**src/rtl/wti_pkg.sv**
```systemverilog
`timescale 1ns/1ps
package wti_pkg;
  typedef enum logic [0:0] {
    ST_IDLE = 1'b0,
    ST_PEND = 1'b1
  } ctl_st_e;
endpackage

```
**src/rtl/wti_line_store.sv**
```systemverilog
`timescale 1ns/1ps
module wti_line_store #(
  parameter int ADDR_W = 12,
  parameter int DATA_W = 32,
  parameter int IDX_W  = 3
) (
  input  logic              clk,
  input  logic              rst_n,
  input  logic [ADDR_W-1:0] lk_addr,
  output logic              lk_hit,
  output logic [DATA_W-1:0] lk_data,
  input  logic [ADDR_W-1:0] snp_addr,
  output logic              snp_line_hit,
  input  logic              fill_en,
  input  logic              upd_en,
  input  logic [ADDR_W-1:0] wr_addr,
  input  logic [DATA_W-1:0] fill_data,
  input  logic [DATA_W-1:0] upd_data,
  input  logic              inv_en,
  input  logic [IDX_W-1:0]  inv_idx
);
  localparam int TAG_W = ADDR_W - IDX_W;
  localparam int LINES = 1 << IDX_W;

  logic [LINES-1:0]  vld_w;
  logic [TAG_W-1:0]  tag_w [LINES];
  logic [DATA_W-1:0] dat_w [LINES];

  logic [IDX_W-1:0] wr_idx, lk_idx, sn_idx;
  logic [TAG_W-1:0] wr_tag, lk_tag, sn_tag;

  assign wr_idx = wr_addr[IDX_W-1:0];
  assign wr_tag = wr_addr[ADDR_W-1:IDX_W];
  assign lk_idx = lk_addr[IDX_W-1:0];
  assign lk_tag = lk_addr[ADDR_W-1:IDX_W];
  assign sn_idx = snp_addr[IDX_W-1:0];
  assign sn_tag = snp_addr[ADDR_W-1:IDX_W];

  for (genvar i = 0; i < LINES; i++) begin : g_line
    logic              v_q, v_d;
    logic [TAG_W-1:0]  t_q, t_d;
    logic [DATA_W-1:0] d_q, d_d;
    logic              sel_fill, sel_upd, sel_inv, en_td;

    always_comb begin
      sel_fill = fill_en && (wr_idx == IDX_W'(i));
      sel_upd  = upd_en && (wr_idx == IDX_W'(i)) && v_q && (t_q == wr_tag);
      sel_inv  = inv_en && (inv_idx == IDX_W'(i));
      v_d = v_q;
      if (sel_inv)  v_d = 1'b0;
      if (sel_fill) v_d = 1'b1;
      en_td = sel_fill || sel_upd;
      t_d   = sel_fill ? wr_tag : t_q;
      d_d   = sel_fill ? fill_data : upd_data;
    end

    always_ff @(posedge clk or negedge rst_n) begin
      if (!rst_n) v_q <= 1'b0;
      else        v_q <= v_d;
    end

    always_ff @(posedge clk) begin
      if (en_td) begin
        t_q <= t_d;
        d_q <= d_d;
      end
    end

    assign vld_w[i] = v_q;
    assign tag_w[i] = t_q;
    assign dat_w[i] = d_q;
  end

  assign lk_hit       = vld_w[lk_idx] && (tag_w[lk_idx] == lk_tag);
  assign lk_data      = dat_w[lk_idx];
  assign snp_line_hit = vld_w[sn_idx] && (tag_w[sn_idx] == sn_tag);


  snoop_inv_chk: assert property (@(posedge clk) disable iff (!rst_n)
    (inv_en && !fill_en) |=> !vld_w[$past(inv_idx)]);
endmodule

```
**src/rtl/wti_snoop_unit.sv**
```systemverilog
`timescale 1ns/1ps
module wti_snoop_unit #(
  parameter int ADDR_W = 12,
  parameter int IDX_W  = 3
) (
  input  logic              snp_valid,
  input  logic [ADDR_W-1:0] snp_addr,
  input  logic              snp_line_hit,
  input  logic              pend_rd,
  input  logic [ADDR_W-1:0] pend_addr,
  output logic              inv_en,
  output logic [IDX_W-1:0]  inv_idx,
  output logic              pend_hit
);
  // only a full index+tag match invalidates
  assign inv_en   = snp_valid && snp_line_hit;
  assign inv_idx  = snp_addr[IDX_W-1:0];
  // a pending read fill is spoiled by a write to its block
  assign pend_hit = snp_valid && pend_rd && (snp_addr == pend_addr);
endmodule

```
**src/rtl/wti_ctrl_fsm.sv**
```systemverilog
`timescale 1ns/1ps
module wti_ctrl_fsm
  import wti_pkg::*;
#(
  parameter int ADDR_W = 12,
  parameter int DATA_W = 32
) (
  input  logic              clk,
  input  logic              rst_n,
  input  logic              cpu_req_valid,
  input  logic              cpu_req_wr,
  input  logic [ADDR_W-1:0] cpu_req_addr,
  input  logic [DATA_W-1:0] cpu_req_wdata,
  output logic              cpu_req_ready,
  output logic              cpu_resp_valid,
  output logic [DATA_W-1:0] cpu_resp_rdata,
  output logic              bus_req,
  output logic              bus_wr,
  output logic [ADDR_W-1:0] bus_addr,
  output logic [DATA_W-1:0] bus_wdata,
  input  logic              bus_gnt,
  input  logic [DATA_W-1:0] bus_rdata,
  input  logic              lk_hit,
  input  logic [DATA_W-1:0] lk_data,
  output logic [ADDR_W-1:0] lk_addr,
  input  logic              pend_hit,
  output logic              pend_rd,
  output logic              fill_en,
  output logic              upd_en
);
  ctl_st_e           st_q, st_d;
  logic              p_wr_q;
  logic [ADDR_W-1:0] p_addr_q;
  logic [DATA_W-1:0] p_data_q;
  logic              kill_q, kill_d;
  logic              rsp_v_q, rsp_v_d;
  logic [DATA_W-1:0] rsp_d_q, rsp_d_d;
  logic              accept, rd_hit_now, go_pend, gnt_now, retry, complete;

  always_comb begin
    accept     = (st_q == ST_IDLE) && cpu_req_valid;
    rd_hit_now = accept && !cpu_req_wr && lk_hit;
    go_pend    = accept && !rd_hit_now;
    gnt_now    = (st_q == ST_PEND) && bus_gnt;
    retry      = gnt_now && !p_wr_q && (kill_q || pend_hit);
    complete   = gnt_now && !retry;
    fill_en    = complete && !p_wr_q;
    upd_en     = complete && p_wr_q;

    st_d = st_q;
    case (st_q)
      ST_IDLE: if (go_pend)  st_d = ST_PEND;
      ST_PEND: if (complete) st_d = ST_IDLE;
      default: st_d = ST_IDLE;
    endcase

    kill_d  = (st_q == ST_PEND) && !gnt_now && (kill_q || pend_hit);
    rsp_v_d = rd_hit_now || complete;
    rsp_d_d = rd_hit_now ? lk_data : (fill_en ? bus_rdata : '0);
  end

  always_ff @(posedge clk or negedge rst_n) begin
    if (!rst_n) begin
      st_q    <= ST_IDLE;
      kill_q  <= 1'b0;
      rsp_v_q <= 1'b0;
    end else begin
      st_q    <= st_d;
      kill_q  <= kill_d;
      rsp_v_q <= rsp_v_d;
    end
  end

  always_ff @(posedge clk) begin
    if (go_pend) begin
      p_wr_q   <= cpu_req_wr;
      p_addr_q <= cpu_req_addr;
      p_data_q <= cpu_req_wdata;
    end
    if (rsp_v_d) rsp_d_q <= rsp_d_d;
  end

  assign cpu_req_ready  = (st_q == ST_IDLE);
  assign cpu_resp_valid = rsp_v_q;
  assign cpu_resp_rdata = rsp_d_q;
  assign bus_req        = (st_q == ST_PEND);
  assign bus_wr         = p_wr_q;
  assign bus_addr       = p_addr_q;
  assign bus_wdata      = p_data_q;
  assign lk_addr        = (st_q == ST_IDLE) ? cpu_req_addr : p_addr_q;
  assign pend_rd        = (st_q == ST_PEND) && !p_wr_q;


  pend_hold_chk: assert property (@(posedge clk) disable iff (!rst_n)
    (bus_req && !bus_gnt) |=> (bus_req && !cpu_req_ready &&
      $stable(bus_addr) && $stable(bus_wr) && $stable(bus_wdata)));

  fill_retry_chk: assert property (@(posedge clk) disable iff (!rst_n)
    (bus_req && bus_gnt && !bus_wr && pend_hit) |=> (bus_req && !cpu_resp_valid));

  wr_done_chk: assert property (@(posedge clk) disable iff (!rst_n)
    (bus_req && bus_gnt && bus_wr) |=> (cpu_resp_valid && !bus_req));

  fill_resp_chk: assert property (@(posedge clk) disable iff (!rst_n)
    fill_en |=> (cpu_resp_valid && cpu_resp_rdata == $past(bus_rdata)));
endmodule

```
**src/rtl/wti_cache_ctrl.sv**
```systemverilog
`timescale 1ns/1ps
module wti_cache_ctrl #(
  parameter int ADDR_W = 12,
  parameter int DATA_W = 32,
  parameter int IDX_W  = 3
) (
  input  logic              clk,
  input  logic              rst_n,
  input  logic              cpu_req_valid,
  input  logic              cpu_req_wr,
  input  logic [ADDR_W-1:0] cpu_req_addr,
  input  logic [DATA_W-1:0] cpu_req_wdata,
  output logic              cpu_req_ready,
  output logic              cpu_resp_valid,
  output logic [DATA_W-1:0] cpu_resp_rdata,
  output logic              bus_req,
  output logic              bus_wr,
  output logic [ADDR_W-1:0] bus_addr,
  output logic [DATA_W-1:0] bus_wdata,
  input  logic              bus_gnt,
  input  logic [DATA_W-1:0] bus_rdata,
  input  logic              snp_valid,
  input  logic [ADDR_W-1:0] snp_addr
);
  logic [1:0]        rs_q;
  logic              rst_in_n;
  logic              lk_hit, snp_line_hit, pend_hit, pend_rd;
  logic              fill_en, upd_en, inv_en;
  logic [IDX_W-1:0]  inv_idx;
  logic [ADDR_W-1:0] lk_addr;
  logic [DATA_W-1:0] lk_data;

  // asynchronous assertion, synchronous release
  always_ff @(posedge clk or negedge rst_n) begin
    if (!rst_n) rs_q <= 2'b00;
    else        rs_q <= {rs_q[0], 1'b1};
  end
  assign rst_in_n = rs_q[1];

  wti_ctrl_fsm #(.ADDR_W(ADDR_W), .DATA_W(DATA_W)) u_fsm (
    .clk(clk), .rst_n(rst_in_n),
    .cpu_req_valid(cpu_req_valid), .cpu_req_wr(cpu_req_wr),
    .cpu_req_addr(cpu_req_addr), .cpu_req_wdata(cpu_req_wdata),
    .cpu_req_ready(cpu_req_ready), .cpu_resp_valid(cpu_resp_valid),
    .cpu_resp_rdata(cpu_resp_rdata),
    .bus_req(bus_req), .bus_wr(bus_wr), .bus_addr(bus_addr),
    .bus_wdata(bus_wdata), .bus_gnt(bus_gnt), .bus_rdata(bus_rdata),
    .lk_hit(lk_hit), .lk_data(lk_data), .lk_addr(lk_addr),
    .pend_hit(pend_hit), .pend_rd(pend_rd),
    .fill_en(fill_en), .upd_en(upd_en)
  );

  wti_line_store #(.ADDR_W(ADDR_W), .DATA_W(DATA_W), .IDX_W(IDX_W)) u_store (
    .clk(clk), .rst_n(rst_in_n),
    .lk_addr(lk_addr), .lk_hit(lk_hit), .lk_data(lk_data),
    .snp_addr(snp_addr), .snp_line_hit(snp_line_hit),
    .fill_en(fill_en), .upd_en(upd_en), .wr_addr(bus_addr),
    .fill_data(bus_rdata), .upd_data(bus_wdata),
    .inv_en(inv_en), .inv_idx(inv_idx)
  );

  wti_snoop_unit #(.ADDR_W(ADDR_W), .IDX_W(IDX_W)) u_snoop (
    .snp_valid(snp_valid), .snp_addr(snp_addr), .snp_line_hit(snp_line_hit),
    .pend_rd(pend_rd), .pend_addr(bus_addr),
    .inv_en(inv_en), .inv_idx(inv_idx), .pend_hit(pend_hit)
  );


  hit_quiet_chk: assert property (@(posedge clk) disable iff (!rst_in_n)
    (cpu_req_valid && cpu_req_ready && !cpu_req_wr && lk_hit)
      |=> (cpu_resp_valid && !bus_req));
endmodule

```
**config.mk**
```make
export PLATFORM = sky130hd
export DESIGN_NAME = wti_cache_ctrl
export DESIGN_NICKNAME = d
export VERILOG_FILES = /design/src/rtl/wti_pkg.sv /design/src/rtl/wti_line_store.sv /design/src/rtl/wti_snoop_unit.sv /design/src/rtl/wti_ctrl_fsm.sv /design/src/rtl/wti_cache_ctrl.sv
export SDC_FILE = /design/constraint.sdc
export NUM_CORES = 1
export LEC_CHECK = 0
export CAP_MARGIN = 30
export CORE_ASPECT_RATIO = 1.4
export CORE_MARGIN = 2
export CORE_UTILIZATION = 63
export DETAILED_ROUTE_END_ITERATION = 8
export PLACE_DENSITY = 0.91
export SLEW_MARGIN = 20
export SYNTH_ARGS = -nofsm -noshare
export SYNTH_HDL_FRONTEND = slang
export SYNTH_SLANG_ARGS = --single-unit
```
**constraint.sdc**
```tcl
create_clock -name clk -period 3.1 [get_ports clk]
set_clock_uncertainty 0.2 [all_clocks]
set_input_delay 0.775 -clock clk [delete_from_list [all_inputs] [get_ports clk]]
set_output_delay 0.775 -clock clk [all_outputs]
set_load 0.01 [all_outputs]
```
==> results.sh <==
export IMPL_status="complete, but fails checks"
export IMPL_violations="negative setup slack"
export IMPL_rsz0062_at_grt="yes"
export IMPL_finalNetCount=1722
export IMPL_antenna_found_initial=3
export IMPL_finalInstanceArea_mm2=0.02748
export IMPL_fin_ws_ns=-0.3724
export IMPL_grt_max_degree=55
export IMPL_cts_sinks=418
export IMPL_hold_viol_final=0
export IMPL_synth_edf_count=405
export IMPL_totalWireLength_um=77170
export IMPL_mostFrequentLayoutCells="405 x edfxtp_1, 251 x mux2_2, 168 x clkdlybuf4s50_1"
export IMPL_io_pins=174
export IMPL_synth_seq_cells=418
export IMPL_rows=79
export IMPL_finalCriticalPeriod_ns=3.472
export IMPL_core_region_area_mm2=0.03331
export IMPL_powerDensity_mw_per_mm2=707.7
export IMPL_numCtsBuffers=41
export IMPL_drt_pass1_iterations=5
export IMPL_antenna_left=0
export IMPL_regArea_mm2=0.01249
export IMPL_ys_seq_area_share_pct=58.61
export IMPL_crit_path_end_kind="register"
export IMPL_finalCritPeriodShare_pct=112.0
export IMPL_yosysWarnings=0
export IMPL_setup_viol=111
export IMPL_synth_top_area_cell="edfxtp_1"
export IMPL_cp_required_ns=3.22
export IMPL_slew_viol_final=0
export IMPL_cts_root_buf="clkbuf_16"
export IMPL_grt_use_total_pct=40.92
export IMPL_reg2reg_depth=10
export IMPL_area_delta_synth_final_pct=28.99
export IMPL_irDropWorstVdd_v=0.0005889
export IMPL_first_global_vias=15790
export IMPL_place_hpwl_um=40540
export IMPL_layout_commonest_cell="edfxtp_1"
export IMPL_grt_pass1_wl_um=105300
export IMPL_vias=15530
export IMPL_htreeDepth=2
export IMPL_max_cap_viol_count=0
export IMPL_synth_top_flop_cell="edfxtp_1"
export IMPL_gp_congestion=0.9279
export IMPL_cts_clk_slew_worst_paths_ns=0.08
export IMPL_dp_slack_ns=-0.9094
export IMPL_stdcell_count=2106
export IMPL_worstHoldPathType="reg -> async"
export IMPL_crit_fanout=16
export IMPL_multi_input_area_mm2=0.008827
export IMPL_clk_latency_ns=0.57
export IMPL_synth_area_top_cells="edfxtp_1 57%, mux2_2 13%, mux4_2 9.3%"
export IMPL_total_power_mw=19.45
export IMPL_drcViolationCount=0
export IMPL_port_buffers=173
export IMPL_worst_pin_slew_ns=0.9397
export IMPL_fmaxAchievable_mhz=288.0
export IMPL_max_clock_path_buffers=3
export IMPL_fillers=1537
export IMPL_viasPerCell=7.376
export IMPL_synthArstFlopShare_pct=3.110
export IMPL_drive_gt1_share_pct=41.92
export IMPL_start_util_pct=63.96
export IMPL_finalHoldWorstSlack_ns=0.02342
export IMPL_dpl_instance_area_mm2=0.02496
export IMPL_synth_avg_cell_area_um2=16.34
export IMPL_slew_headroom_pct=37.35
export IMPL_synthesis_area_mm2=0.02130
export IMPL_fp_dieH_um=221.6
export IMPL_placedCellCount=1986
export IMPL_dieArea_mm2=0.03532
export IMPL_fp_dieW_um=159.4
export IMPL_yosysUniqueCellTypes=62
export IMPL_critPathKind="reg -> reg"
export IMPL_wire_per_inst_um=36.64
export IMPL_arrival_ns=3.59
export IMPL_first_iter_violations=2487
export IMPL_syn_nets=1398
export IMPL_ctsHoldBuffers=0
export IMPL_synth_cells=1304
export IMPL_p_leak_nw=9.838
export IMPL_cts_tree="built"
export IMPL_grt_ovfl_total=0
export IMPL_crit_path_start_kind="register"
export IMPL_synthDominantCellAreaShare_pct=57.09
critical path, stage by stage (launching register included):
cell	delay, ns
dfrtp_2	0.45
mux2_4	0.35
buf_12	0.15
bufbuf_16	0.28
mux2i_2	0.15
a32oi_2	0.24
and3_4	0.29
o2111ai_4	0.19
buf_4	0.21
buf_12	0.17
o41ai_4	0.53
layer usage:
layer	track usage, %	share of wire, %	vias to the layer above
li1	-	-	5858
met1	47.43	31	7555
met2	68.08	47	1616
met3	8.287	11	503
met4	29.47	10	2
met5	0	0.014	-
sequential cells by signal, indices dropped and copies added, names as in the netlist:
name / flops
u_fsm.kill_q: 1
rs_q: 2
u_fsm.bus_wdata: 32
u_fsm.cpu_resp_rdata: 32
u_store.g_line.t_q: 72
u_fsm.bus_wr: 1
u_store.g_line.v_q: 8
u_store.g_line.d_q: 256
u_fsm.bus_addr: 12
u_fsm.cpu_resp_valid: 1
u_fsm.bus_req: 1
cells by family after synthesis:
kind of cell              share of synthesized area [%]
and+or+nand+nor                                   4.334
other                                           0.01760
buffers and inverters                             2.478
DFF                                               58.61
xor gates and xnor gates                          3.988
muxes                                             26.24
AOI/OAI and AO/OA                                 4.328
what timing repair did:
action,4_1_cts,5_1_grt
gates cloned,7,7
setup endpoints to repair,696,438
buffers inserted,25,9
gates resized for setup,56,44
pin swaps,10,24
power by group:
part           switching [mW]  internal (mW)  leakage [nW]
clock network            2.33           3.08         0.679
logic                    3.67           3.14          5.32
registers               0.422           6.81          3.83
worst paths after layout:
kind	startpoint	to	slack, ns
hold / removal	rs_q[1]$_DFF_PN0_	u_store.g_line[3].v_q$_DFFE_PN0P_	0.02
setup reg to reg	u_fsm.bus_req$_DFF_PN0_	u_fsm.cpu_resp_rdata[2]$_DFFE_PP_	-0.37
hold reg to reg	rs_q[1]$_DFF_PN0_	u_store.g_line[3].v_q$_DFFE_PN0P_	0.02
max in group asynchronous	rs_q[1]$_DFF_PN0_	u_fsm.bus_req$_DFF_PN0_	2.27
min in group clk	rs_q[0]$_DFF_PN0_	rs_q[1]$_DFF_PN0_	0.15
setup / recovery	u_fsm.bus_req$_DFF_PN0_	u_fsm.cpu_resp_rdata[2]$_DFFE_PP_	-0.37
Yosys cell counts (2+ instances only):
master    number
nand2_1       86
mux4_2        88
o21ai_0       15
and2_1         2
inv_1         12
mux2i_1       62
o41ai_2       28
o41ai_1        8
nor4_1         5
nand2b_1       3
o31ai_1        3
nand3_1       20
nor3_1         6
mux2i_4        2
nand4_1       23
a221oi_1       2
dfrtp_1       13
a21oi_1        6
xor2_1        20
a21boi_0       2
mux2_2       253
buf_6          7
mux2_1         7
nor2_1        14
o22ai_1        2
or3_1          2
nor2b_1       13
edfxtp_1     405
xnor2_1       77
o32ai_1        2
a32oi_1       10
buf_4          8
buf_2         50
clkbuf_1      20
cell type report:
class,instances,area share [%]
Inverter,13,0.2322
Timing Repair Buffer,367,15.04
Sequential cell,418,45.44
Clock buffer,51,3.907
Antenna cell,3,0.02732
Clock inverter,22,1.197
Tap cell,445,2.026
Multi-Input combinational cell,787,32.12
through the flow:
step                      utilization (%)  setup TNS (ns)
after global placement              74.94         -444.51
after floorplan                         -          -56.70
after global routing                82.49          -23.73
after CTS                           81.23          -12.58
after detailed placement            74.94         -476.58
final                               82.50          -16.58
Note: power is estimated with default switching activity, not from simulation.
